[src/rtl/pt_walker_pkg.sv]
package pt_walker_pkg;

    localparam int VA_BITS  = 48;
    localparam int PG_SHIFT = 12;
    localparam int IDX_BITS = 9;
    localparam int VPN_BITS = VA_BITS - PG_SHIFT;

    // entry bit positions
    localparam int E_PRESENT = 0;
    localparam int E_WRITE   = 1;
    localparam int E_USER    = 2;
    localparam int E_DIRTY   = 6;
    localparam int E_LARGE   = 7;

    typedef enum logic [2:0] {
        CAUSE_NONE     = 3'd0,
        CAUSE_ABSENT   = 3'd1,
        CAUSE_RDONLY   = 3'd2,
        CAUSE_PRIV     = 3'd3,
        CAUSE_NONCANON = 3'd4
    } fault_cause_e;

    typedef enum logic [1:0] {
        ST_IDLE,
        ST_MREQ,
        ST_MWAIT,
        ST_RESP
    } walk_st_e;

endpackage

[src/rtl/pt_perm_check.sv]
module pt_perm_check
    import pt_walker_pkg::*;
(
    input  logic       is_user,
    input  logic       is_write,
    input  logic       eff_w,
    input  logic       eff_u,
    output logic       fault,
    output logic [2:0] cause
);

    always_comb begin
        fault = 1'b0;
        cause = CAUSE_NONE;
        if (is_user && !eff_u) begin
            fault = 1'b1;
            cause = CAUSE_PRIV;
        end else if (is_write && !eff_w) begin
            fault = 1'b1;
            cause = CAUSE_RDONLY;
        end
    end

endmodule

[src/rtl/pt_tcache.sv]
module pt_tcache #(
    parameter int VPN_W = 36,
    parameter int IDX_W = 3,
    parameter int DW    = 31
) (
    input  logic             clk,
    input  logic             rst_n,
    input  logic             flush,
    input  logic [VPN_W-1:0] lookup_vpn,
    output logic             hit,
    output logic [DW-1:0]    hit_data,
    input  logic             fill_en,
    input  logic [VPN_W-1:0] fill_vpn,
    input  logic [DW-1:0]    fill_data
);

    localparam int ENTRIES = 1 << IDX_W;
    localparam int TAG_W   = VPN_W - IDX_W;

    logic [ENTRIES-1:0] valid_d, valid_q;
    logic [TAG_W-1:0]   tag_d  [ENTRIES];
    logic [TAG_W-1:0]   tag_q  [ENTRIES];
    logic [DW-1:0]      data_d [ENTRIES];
    logic [DW-1:0]      data_q [ENTRIES];

    logic [IDX_W-1:0] l_idx, f_idx;

    assign l_idx = lookup_vpn[IDX_W-1:0];
    assign f_idx = fill_vpn[IDX_W-1:0];

    always_comb begin
        hit      = valid_q[l_idx] && (tag_q[l_idx] == lookup_vpn[VPN_W-1:IDX_W]) && !flush;
        hit_data = data_q[l_idx];
    end

    always_comb begin
        valid_d = valid_q;
        tag_d   = tag_q;
        data_d  = data_q;
        if (fill_en) begin
            valid_d[f_idx] = 1'b1;
            tag_d[f_idx]   = fill_vpn[VPN_W-1:IDX_W];
            data_d[f_idx]  = fill_data;
        end
        if (flush) begin
            valid_d = '0;
        end
    end

    always_ff @(posedge clk) begin
        if (!rst_n) begin
            valid_q <= '0;
        end else begin
            valid_q <= valid_d;
        end
        tag_q  <= tag_d;
        data_q <= data_d;
    end

endmodule

[src/rtl/pt_walker.sv]
module pt_walker
    import pt_walker_pkg::*;
#(
    parameter int PA_W     = 40,
    parameter int TC_IDX_W = 3
) (
    input  logic             clk,
    input  logic             rst_n,
    input  logic [PA_W-13:0] root_frame,
    input  logic             flush,
    input  logic             req_valid,
    output logic             req_ready,
    input  logic [63:0]      req_va,
    input  logic             req_write,
    input  logic [1:0]       req_ring,
    output logic             mem_req_valid,
    input  logic             mem_req_ready,
    output logic [PA_W-1:0]  mem_req_addr,
    input  logic             mem_rsp_valid,
    input  logic [63:0]      mem_rsp_data,
    output logic             rsp_valid,
    input  logic             rsp_ready,
    output logic [PA_W-1:0]  rsp_pa,
    output logic             rsp_writable,
    output logic             rsp_user,
    output logic             rsp_dirty,
    output logic             rsp_fault,
    output logic [2:0]       rsp_cause
);

    localparam int FRAME_W = PA_W - PG_SHIFT;
    localparam int TC_DW   = FRAME_W + 3;

    typedef struct packed {
        walk_st_e           st;
        logic [1:0]         lvl;
        logic [VA_BITS-1:0] va;
        logic               wr;
        logic               usr;
        logic [FRAME_W-1:0] tbl;
        logic               ew;
        logic               eu;
        logic               dirty;
        logic [FRAME_W-1:0] frame;
        logic               fault;
        logic [2:0]         cause;
    } walk_t;

    walk_t r_d, r_q;

    function automatic logic [IDX_BITS-1:0] lvl_index(input logic [VA_BITS-1:0] va,
                                                      input logic [1:0] lvl);
        case (lvl)
            2'd3:    return va[47:39];
            2'd2:    return va[38:30];
            2'd1:    return va[29:21];
            default: return va[20:12];
        endcase
    endfunction

    // request-side decode
    logic canon, req_user;
    assign canon    = (&req_va[63:47]) || !(|req_va[63:47]);
    assign req_user = (req_ring == 2'd3);

    // translation cache
    logic             tc_hit;
    logic [TC_DW-1:0] tc_hit_data;
    logic             tc_fill;
    logic [TC_DW-1:0] tc_fill_data;

    // walk-side decode
    logic [63:0]        pte;
    logic               ew_n, eu_n, leaf;
    logic [FRAME_W-1:0] leaf_frame;
    logic               hit_fault, walk_fault;
    logic [2:0]         hit_cause, walk_cause;

    assign pte  = mem_rsp_data;
    assign ew_n = r_q.ew & pte[E_WRITE];
    assign eu_n = r_q.eu & pte[E_USER];
    assign leaf = (r_q.lvl == 2'd0) ||
                  (pte[E_LARGE] && ((r_q.lvl == 2'd1) || (r_q.lvl == 2'd2)));

    always_comb begin
        case (r_q.lvl)
            2'd1:    leaf_frame = {pte[PA_W-1:21], r_q.va[20:12]};
            2'd2:    leaf_frame = {pte[PA_W-1:30], r_q.va[29:12]};
            default: leaf_frame = pte[PA_W-1:12];
        endcase
    end

    pt_perm_check hit_chk_i (
        .is_user  (req_user),
        .is_write (req_write),
        .eff_w    (tc_hit_data[2]),
        .eff_u    (tc_hit_data[1]),
        .fault    (hit_fault),
        .cause    (hit_cause)
    );

    pt_perm_check walk_chk_i (
        .is_user  (r_q.usr),
        .is_write (r_q.wr),
        .eff_w    (ew_n),
        .eff_u    (eu_n),
        .fault    (walk_fault),
        .cause    (walk_cause)
    );

    assign tc_fill = (r_q.st == ST_MWAIT) && mem_rsp_valid && pte[E_PRESENT] &&
                     leaf && !walk_fault;
    assign tc_fill_data = {leaf_frame, ew_n, eu_n, pte[E_DIRTY]};

    pt_tcache #(
        .VPN_W (VPN_BITS),
        .IDX_W (TC_IDX_W),
        .DW    (TC_DW)
    ) tcache_i (
        .clk        (clk),
        .rst_n      (rst_n),
        .flush      (flush),
        .lookup_vpn (req_va[VA_BITS-1:PG_SHIFT]),
        .hit        (tc_hit),
        .hit_data   (tc_hit_data),
        .fill_en    (tc_fill),
        .fill_vpn   (r_q.va[VA_BITS-1:PG_SHIFT]),
        .fill_data  (tc_fill_data)
    );

    // next-state computation
    always_comb begin
        r_d = r_q;
        case (r_q.st)
            ST_IDLE: begin
                if (req_valid) begin
                    r_d.va    = req_va[VA_BITS-1:0];
                    r_d.wr    = req_write;
                    r_d.usr   = req_user;
                    r_d.tbl   = root_frame;
                    r_d.lvl   = 2'd3;
                    r_d.ew    = 1'b1;
                    r_d.eu    = 1'b1;
                    r_d.dirty = 1'b0;
                    r_d.fault = 1'b0;
                    r_d.cause = CAUSE_NONE;
                    if (!canon) begin
                        r_d.fault = 1'b1;
                        r_d.cause = CAUSE_NONCANON;
                        r_d.st    = ST_RESP;
                    end else if (tc_hit) begin
                        r_d.frame = tc_hit_data[TC_DW-1:3];
                        r_d.ew    = tc_hit_data[2];
                        r_d.eu    = tc_hit_data[1];
                        r_d.dirty = tc_hit_data[0];
                        r_d.fault = hit_fault;
                        r_d.cause = hit_cause;
                        r_d.st    = ST_RESP;
                    end else begin
                        r_d.st = ST_MREQ;
                    end
                end
            end
            ST_MREQ: begin
                if (mem_req_ready) begin
                    r_d.st = ST_MWAIT;
                end
            end
            ST_MWAIT: begin
                if (mem_rsp_valid) begin
                    if (!pte[E_PRESENT]) begin
                        r_d.fault = 1'b1;
                        r_d.cause = CAUSE_ABSENT;
                        r_d.st    = ST_RESP;
                    end else begin
                        r_d.ew = ew_n;
                        r_d.eu = eu_n;
                        if (leaf) begin
                            r_d.frame = leaf_frame;
                            r_d.dirty = pte[E_DIRTY];
                            r_d.fault = walk_fault;
                            r_d.cause = walk_cause;
                            r_d.st    = ST_RESP;
                        end else begin
                            r_d.tbl = pte[PA_W-1:12];
                            r_d.lvl = r_q.lvl - 2'd1;
                            r_d.st  = ST_MREQ;
                        end
                    end
                end
            end
            default: begin
                if (rsp_ready) begin
                    r_d.st = ST_IDLE;
                end
            end
        endcase
    end

    always_ff @(posedge clk) begin
        if (!rst_n) begin
            r_q <= '0;
        end else begin
            r_q <= r_d;
        end
    end

    assign req_ready     = (r_q.st == ST_IDLE);
    assign mem_req_valid = (r_q.st == ST_MREQ);
    assign mem_req_addr  = {r_q.tbl, lvl_index(r_q.va, r_q.lvl), 3'b000};
    assign rsp_valid     = (r_q.st == ST_RESP);
    assign rsp_pa        = {r_q.frame, r_q.va[PG_SHIFT-1:0]};
    assign rsp_writable  = r_q.ew;
    assign rsp_user      = r_q.eu;
    assign rsp_dirty     = r_q.dirty;
    assign rsp_fault     = r_q.fault;
    assign rsp_cause     = r_q.cause;

    logic unused_bits;
    assign unused_bits = ^{pte[63:PA_W], pte[11:8], pte[5:3]};

endmodule

[config.mk]
export PLATFORM = sky130hd
export DESIGN_NAME = pt_walker
export DESIGN_NICKNAME = d
export VERILOG_FILES = /design/src/rtl/pt_walker_pkg.sv /design/src/rtl/pt_perm_check.sv /design/src/rtl/pt_tcache.sv /design/src/rtl/pt_walker.sv
export SDC_FILE = /design/constraint.sdc
export NUM_CORES = 1
export LEC_CHECK = 0
export CAP_MARGIN = 25
export CORE_MARGIN = 1.5
export CORE_UTILIZATION = 52
export CTS_CLUSTER_SIZE = 14
export DETAILED_ROUTE_END_ITERATION = 16
export PLACE_DENSITY = 0.88
export SETUP_SLACK_MARGIN = 0.02
export SLEW_MARGIN = 10
export SYNTH_ARGS = -nofsm -noshare
export SYNTH_HDL_FRONTEND = slang
export SYNTH_SLANG_ARGS = --single-unit
export TNS_END_PERCENT = 5
[constraint.sdc]
create_clock -name clk -period 6.6 [get_ports clk]
set_input_delay 0.99 -clock clk [delete_from_list [all_inputs] [get_ports clk]]
set_output_delay 0.99 -clock clk [all_outputs]
set_load 0.005 [all_outputs]
# [Yosys cells after proc, flatten, opt, wreduce, memory -nomap -nowiden]
# Index checks and enable logic that the tools add are counted.
[word_totals] ff_bits=637 output_inout_bits=90 elab_cells=143
[op_classes] addsub=1 n_lt_le_gt_ge=6 eq_ne=17 n_mux=47 bitwise_logic=6 n_reduce_logical=37
[op_table] cell="264-bit bitwise mux" count=1
[op_table] cell="248-bit bitwise mux" count=1
[op_table] cell="33-bit two-way mux" count=4
[op_table] cell="63-bit one-hot mux with 2 select lines" count=1
[op_table] cell="31-bit two-way mux" count=4
[op_table] cell="117-bit two-way mux" count=1
[op_table] cell="33-bit binary-select mux with 3-bit select" count=1
[op_table] cell="33-bit demux with 3-bit select" count=1
[op_table] cell="31-bit binary-select mux with 3-bit select" count=1
[op_table] cell="31-bit demux with 3-bit select" count=1
[op_table] cell="63-bit two-way mux" count=1
[op_table] cell="59-bit two-way mux" count=1
[op_table] cell="18-bit one-hot mux with 2 select lines" count=1
[op_table] cell="35-bit two-way mux" count=1
[op_table] cell="33-bit == test" count=1
[op_table] cell="28-bit two-way mux" count=1
[op_table] cell="9-bit one-hot mux with 3 select lines" count=1
[op_table] cell="2-bit two-way mux" count=10
[op_table] cell="17-bit AND reduction" count=1
[op_table] cell="17-bit OR reduction" count=1
[op_table] cell="1-bit logical AND" count=13
[op_table] cell="4-bit two-way mux" count=3
[op_table] cell="4-bit AND reduction" count=3
[op_table] cell="2-bit == test (second input constant)" count=5
[op_table] cell="other kinds (28)" count=55

# [Depth between registers and ports, before layout]
# Gate-level depths: netlist of run 1.
[depth] depth_word=12 mapped_depth=14 mapped_depth_nobuf=10

# [Cells and area by module]
# A second synthesis of run 1 with hierarchy kept.
[unflattened] cells_unflattened=1640 area_unflattened_um2=26751.9
[modules_own_cells] mod="pt_tcache" instances=1 cells_per_inst=859 area_each_um2=20075.5
[modules_own_cells] mod="pt_walker" instances=1 cells_per_inst=769 area_each_um2=6588.8
[modules_own_cells] mod="pt_perm_check" instances=2 cells_per_inst=6 area_each_um2=43.8

# [Least setup slack after synthesis of run 1]
# No wires, ideal clock.
[synth_path] path_kind="input to register" start="in mem_rsp_data[0]" end="reg tcache_i.data_q[186] (netlist bit), enable pin" arrival_ns=6.511 required_ns=6.033 path_slack_ns=-0.478 cell_stages=7 path_cell_list="nand3_1 > a21oi_1 > nand2_1 > nor2_1 > clkbuf_1 > nand3_1 > nor3_1"
[synth_between] elab_chain_len=3
[synth_lines] element="from (decl)" line_no="pt_walker.sv:20" source="input logic [63:0] mem_rsp_data,"
[synth_lines] element="1-bit logical AND (2 in series)" line_no="pt_walker.sv:111" source="assign tc_fill = (r_q.st == ST_MWAIT) && mem_rsp_valid && pte[E_PRESENT] &&"
[synth_lines] element="1-bit logical AND" line_no="pt_walker.sv:112" source="leaf && !walk_fault;"
[synth_lines] element="to (signal assigned)" line_no="pt_tcache.sv:57" source="data_q <= data_d;"
[synth_lines] element="to (decl)" line_no="pt_tcache.sv:24" source="logic [DW-1:0] data_q [ENTRIES];"
# No other way between the ends.
# A chain may end at the register's enable or synchronous reset.

# [Worst setup path after layout of run 1]
[layout_path] start="in req_va[14]" end="reg r_q, in the netlist rsp_cause[1]"
[layout_between] elab_chain_len=12
[layout_lines] element="from (decl)" line_no="pt_walker.sv:13" source="input logic [63:0] req_va,"
[layout_lines] element="parallel branches: the longest is 8 deep, another holds 33-bit binary-select mux with 3-bit select"
[layout_lines] element="35-bit two-way mux (*)" line_no="pt_walker.sv:151" source="end else if (tc_hit) begin"
[layout_lines] element="4-bit two-way mux (*)" line_no="pt_walker.sv:147" source="if (!canon) begin"
[layout_lines] element="117-bit two-way mux (*)" line_no="pt_walker.sv:136" source="if (req_valid) begin"
[layout_lines] element="63-bit one-hot mux with 2 select lines (*)" line_no="pt_walker.sv:134" source="case (r_q.st)"
[layout_lines] element="to (signal assigned)" line_no="pt_walker.sv:204" source="r_q <= r_d;"
[layout_lines] element="to (decl)" line_no="pt_walker.sv:49" source="walk_t r_d, r_q;"
# Mark *: on every way between the ends. The select of a mux whose other input is x is not followed.

==> results of run 1 <==
==> cell families (layout without fill, tap and decap cells) <==
logic type / count (synthesis) / after routing / share of synthesized area
flip-flops: 637 / 637 / 0.683
AND/OR/NAND/NOR: 363 / 363 / 0.0643
AO/OA/AOI/OAI: 232 / 232 / 0.0590
multiplexers: 206 / 206 / 0.139
buffers and inverters: 202 / 395 / 0.0421
XOR/XNOR: 31 / 31 / 0.0104
adder cells (fa/ha/maj): 4 / 4 / 0.00191
other: 1 / 5 / 0.000143
==> through the flow <==
step	instances	TNS, ns	worst slack (ns)	hold slack (ns)
floorplan	1678	-30.78	-0.478	0.435
global placement	2430	0	1.43	0.443
detailed placement	2430	0	1.32	0.453
CTS	2542	0	1.90	0.462
global route	2543	0	1.62	0.481
finish	2545	0	1.78	0.461
==> placed cells by master, fill, tap and decap left out, types with 5 or more instances in the layout <==
master           Yosys  layout
a2111o_1            10      10
mux4_2             126     126
xor2_1              26      26
buf_12               0       6
xnor2_1              5       5
clkbuf_1            68      22
nor2_4               0       7
and2_1              33      32
a311oi_1             9       9
buf_4               77      33
mux2i_1             79      79
edfxtp_1           512     512
o21ai_0             34      34
clkbuf_16            0      60
clkdlybuf4s50_1      0     218
nand4_1             12      12
o211ai_1            11      11
o31a_1              28      28
nor4_1               5       5
a21oi_1             94      94
clkbuf_8             0       7
a22o_1              10      10
nand3_1             26      26
nand2_1            137     136
dfxtp_1            125     125
nor3_1              35      33
clkinv_2             0      11
inv_1               24      23
nor2_1              92      84
a22oi_1              5       5
a222oi_1             9       9
==> cell type report <==
class                   instances  area, sq um
well taps                     672          841
repair buffers                259         2590
multi-input cells             839         7290
clock buffers                  89         1680
inverters                      24         92.6
flip-flops and latches        637        17900
fillers                      3420        19300
clock inverters                23          211
diodes                          2         5.00
==> how the worst max path moves through the flow <==
stage / cells after the start / to / slack, ns / start
finish: 11 / rsp_cause[1] / 1.78 / req_va[14]
global route: 11 / rsp_cause[1] / 1.62 / req_va[12]
global placement: 9 / tcache_i.tag_q[194] / 1.43 / req_valid
detailed placement: 9 / tcache_i.data_q[174] / 1.32 / req_valid
floorplan: 7 / tcache_i.data_q[217] / -0.48 / mem_rsp_data[0]
CTS: 10 / rsp_cause[1] / 1.90 / req_va[13]
==> layer usage <==
| layer | up-vias | share of wire |
|---|---|---|
| met5 | - | 0 |
| li1 | 6685 | - |
| met3 | 204 | 0.11 |
| met1 | 8044 | 0.36 |
| met2 | 1197 | 0.49 |
| met4 | 0 | 0.046 |
==> report_power, final <==
part | switching [uW] | total (uW) | internal, uW
sequential | 136 | 4700 | 4560
clock | 1480 | 3330 | 1850
combinational | 646 | 1120 | 477
total | 2260 | 9140 | 6880
==> cell usage after synthesis, types with 10 or more instances <==
master    count
nand4_1      12
buf_4        77
a22o_1       10
nor2_1       92
nand2_1     137
a2111o_1     10
a21oi_1      94
clkbuf_1     68
and2_1       33
buf_2        20
inv_1        24
o31a_1       28
mux4_2      126
mux2i_1      79
edfxtp_1    512
dfxtp_1     125
nand3_1      26
o211ai_1     11
nor3_1       35
xor2_1       26
o21ai_0      34
==> worst max-delay path, delay by kind of cell <==
family,cells,cell delay [ns]
muxes,2,0.65
xor gates and xnor gates,1,0.27
and+or+nand+nor,3,1.51
buffers and inverters,3,1.43
AOI/OAI and AO/OA,2,0.45
==> registers in the layout, summed over array words and instances (netlist names) <==
signal / cells
mem_req_addr: 28
r_q: 42
rsp_cause: 3
rsp_dirty: 1
rsp_fault: 1
rsp_pa: 40
rsp_user: 1
rsp_writable: 1
tcache_i.data_q: 248
tcache_i.tag_q: 264
tcache_i.valid_q: 8
==> metrics.txt, run 1 <==
largest net degree at the start of global routing=62; global-route wire length before repair=100 mm; Max-slew headroom=0.278; Skew-Pair Late Insertion Delay=0.64 ns; final instance area=30600 sq um; Yosys top cell area share=0.587; cts hold-fix bufs=0; final setup vio count=0; final hold violation count=0; PwrDens=299 nW/um^2; final WL=68.6 mm; First DRT Iteration DRCs=2229; DP Wirelength=41.0 mm; total power=9140 uW; Slew Viols, Final=0; CTS clk-pin slew, worst paths=0.06 ns; status=completed; Synth area leader=edfxtp_1; Top FF cell, synth=edfxtp_1; CP Cell Sequence=buf_4 > buf_4 > mux4_2 > mux2i_1 > xor2_1 > nand4_1 > nor4b_1 > nand4b_2 > buf_4 > o32a_1 > a21oi_1; initial core utilization=0.525; fraction of layout cells with a size suffix above 1=0.146; drt pass-1 iters=7; cts bufs inserted=59; core box area=49900 sq um; Area after DPL=28700 sq um; Hold Path Origin=rsp_pa[1]; port bufs=221; vias in the first global route=16300; grt total ovfl=0; r2r worst-path depth=9; Area contributors post-synth=edfxtp_1 (59%), mux4_2 (11%), dfxtp_1 (9.6%); VDD IR max=225 uV; WL per Instance=26.9 um; met1 global-route usage=0.339; YS warnings=0; Post-synth EDFFs=512; Max-Cap Viols=0; hold-critical path depth=2; Yosys reg bits=637; Crit. End Element=flip-flop; via count=16100; asr flop ratio synth=0; Seq/Total Area, Yosys=0.683; gate count of the mapped netlist=1676; crit-path max FO=43; Clock Sink Count=637; Setup Skew=0.0332 ns; H-tree Lvls=2; worst hold endpoint=rsp_pa[1]; worst slew pin tran=1.08 ns; worst r2r dst=tcache_i.data_q[174]; WP data arrival=5.36 ns; synth unique cells=54; crit-path max cell delay=0.79 ns; post-layout util=0.613; HP Class=flip-flop to flip-flop; leak pwr=0.0101 uW; clock buffer depth=3; # nets final=1990; I/O Pins=256; Critical Path RT=7.14 ns; syn_area_per_cell=15.6 sq um; All-Layer GR Usage=0.266; Cell Rows=82; Area growth syn-to-layout=16.9%; setup bufs post-CTS=0; type of origin of the critical path=input pin; gr busiest metal=met2; Crit Path Category=input pin to flip-flop; setup slack, reg-to-reg=1.87 ns; met2 usage=0.433; Root Driver=clkbuf_16; synthesized cell area=26200 sq um; antenna violations before repair=2; min Tclk post-route=4.82 ns; chip height=227 um; gpl congestion=0.893; Achievable Freq=0.207 GHz; met3 usage in global routing=0.0598; width of the die=227 um; Resized cells post-CTS=0; reg2reg start=r_q[113]; TritonCTS clock tree=yes; CP max stage cell=nand4b_2; die area=51700 sq um; fin crit share=0.731; RSZ-0062 raised after global routing=false; ANT nets after route=0; via/cell ratio=6.34; DRC viols=0; CP most frequent cell=buf_4
No activity file was read; power rests on OpenSTA's default activity.
==> run 2: changes to the inputs <==
==> constraint.sdc (replaced) <==
create_clock -name clk -period 4.15 [get_ports clk]
set_input_delay 0.6225 -clock clk [delete_from_list [all_inputs] [get_ports clk]]
set_output_delay 0.6225 -clock clk [all_outputs]
set_load 0.005 [all_outputs]
==> metrics.txt, run 2 (synthesis gave the netlist of run 1 again) <==
Crit Path Category=flip-flop to flip-flop; crit-path max cell delay=0.66 ns; via/cell ratio=6.42; setup slack, reg-to-reg=0.36 ns; Resized cells post-CTS=0; cts hold-fix bufs=0; final WL=71.2 mm; Ant. Diodes=0; Slew Viols, Final=0; Achievable Freq=0.264 GHz; status=completed; setup bufs post-CTS=0; area of the multi-input gates=7300 sq um; CP most frequent cell=nand2_1; Root Driver=clkbuf_16; All-Layer GR Usage=0.277; final setup vio count=0; I/O Pins=256; DRC viols=0; final hold violation count=0; # nets final=2007; vias in the first global route=16900; PwrDens=483 nW/um^2; cts bufs inserted=61; max reg flops=264; First DRT Iteration DRCs=2356; ANT nets after route=0; WP data arrival=4.05 ns; H-tree Lvls=2; CP bufs+invs=2; crit-path max FO=26; Layout Cells excl Fill=2560; r2r worst-path depth=9; Clock Sink Count=637; register area=17900 sq um; Crit. End Element=flip-flop; initial core utilization=0.525; worst slew pin tran=0.945 ns; TritonCTS clock tree=yes; CP Cell Sequence=inv_1 > ha_1 > a21oi_1 > nand2_1 > nand2_1 > nor2_2 > nand3_1 > nor3_4 > buf_4; Skew-Pair Late Insertion Delay=0.65 ns; commonest non-fill, non-tap cell in the layout=edfxtp_1; largest net degree at the start of global routing=59; gpl congestion=0.885; HP Class=input pin to flip-flop; Cell Rows=82; RSZ-0062 raised after global routing=false; Area growth syn-to-layout=18.2%; fin crit share=0.914; Worst path top cell family by delay=simple AND/OR/NAND/NOR gates; stages on the worst setup path=9; # placed instances=2446; type of origin of the critical path=flip-flop; via count=16400; VDD IR max=343 uV; drt pass-1 iters=6; antenna violations before repair=0; Max-slew headroom=0.370; fraction of layout cells with a size suffix above 1=0.157; WL per Instance=27.8 um; post-layout util=0.620; worst r2r dst=tcache_i.data_q[235]; leak pwr=0.0103 uW; reg2reg start=r_q[114]; clock buffer depth=3; largest registers=tcache_i.tag_q (264), tcache_i.data_q (248), r_q (42); DP Wirelength=42.5 mm; Critical Path Source=r_q[114]; most frequent cells in the layout=edfxtp_1 (512), clkdlybuf4s50_1 (218), nand2_1 (136); min Tclk post-route=3.79 ns; Setup crit end=tcache_i.data_q[235]; Max-Cap Viols=0; Setup Skew=0.0366 ns; core box area=49900 sq um; chip height=227 um; width of the die=227 um; CTS clk-pin slew, worst paths=0.06 ns; filler instances=3343; CP max stage cell=ha_1; die area=51700 sq um; global-route wire length before repair=104 mm; Critical Path RT=4.41 ns; grt total ovfl=0; port bufs=221; register with the most flip-flops=tcache_i.tag_q
## run 2: metal layers
metal,track usage,up-vias,part of all wire
li1,-,6721,-
met1,0.351,8149,0.34
met2,0.438,1301,0.47
met3,0.0740,272,0.13
met4,0.153,0,0.057
met5,0,-,0
## run 2: tightest hold or removal path: stages
cell	delay [ns]
buf_4	0.21
nand2_1	0.10
a21oi_1	0.06
## run 2: through the flow
| stage | power [uW] | setup TNS [ns] | area, sq um | worst slack [ns] | hold slack [ns] |
|---|---|---|---|---|---|
| finish | 14900 | 0 | 30900 | 0.357 | 0.419 |
| global route | 15300 | 0 | 30900 | 0.238 | 0.443 |
| CTS | 14900 | 0 | 30900 | 0.495 | 0.417 |
| detailed placement | 9370 | 0 | 28900 | 0.0798 | 0.445 |
| global placement | 9270 | 0 | 28900 | 0.110 | 0.441 |
| floorplan | 8590 | -506.62 | 26200 | -1.04 | 0.435 |
## run 2: cell type report
type / count / share of cell area
clock buffers: 82 / 0.0559
clock inverters: 32 / 0.00959
inverters: 24 / 0.00299
repair buffers: 274 / 0.0904
well taps: 672 / 0.0272
multi-input cells: 839 / 0.236
flip-flops and latches: 637 / 0.578
## run 2: power by group
| part | internal, uW | total (uW) | leakage [uW] | switching (uW) |
|---|---|---|---|---|
| clock | 3230 | 5620 | 0.00101 | 2390 |
| sequential | 7250 | 7470 | 0.00566 | 218 |
| combinational | 778 | 1850 | 0.00360 | 1070 |
| total | 11300 | 14900 | 0.0103 | 3680 |
## run 2: worst min-delay path by stage
stage | start | endpoint | depth (start not counted)
after floorplan | tcache_i.valid_q[2] | tcache_i.valid_q[2] | 2
after global placement | rsp_pa[0] | rsp_pa[0] | 2
after detailed placement | rsp_pa[1] | rsp_pa[1] | 2
after CTS | req_va[13] | r_q[78] | 3
after global routing | req_va[13] | r_q[78] | 3
final | req_va[13] | r_q[78] | 3
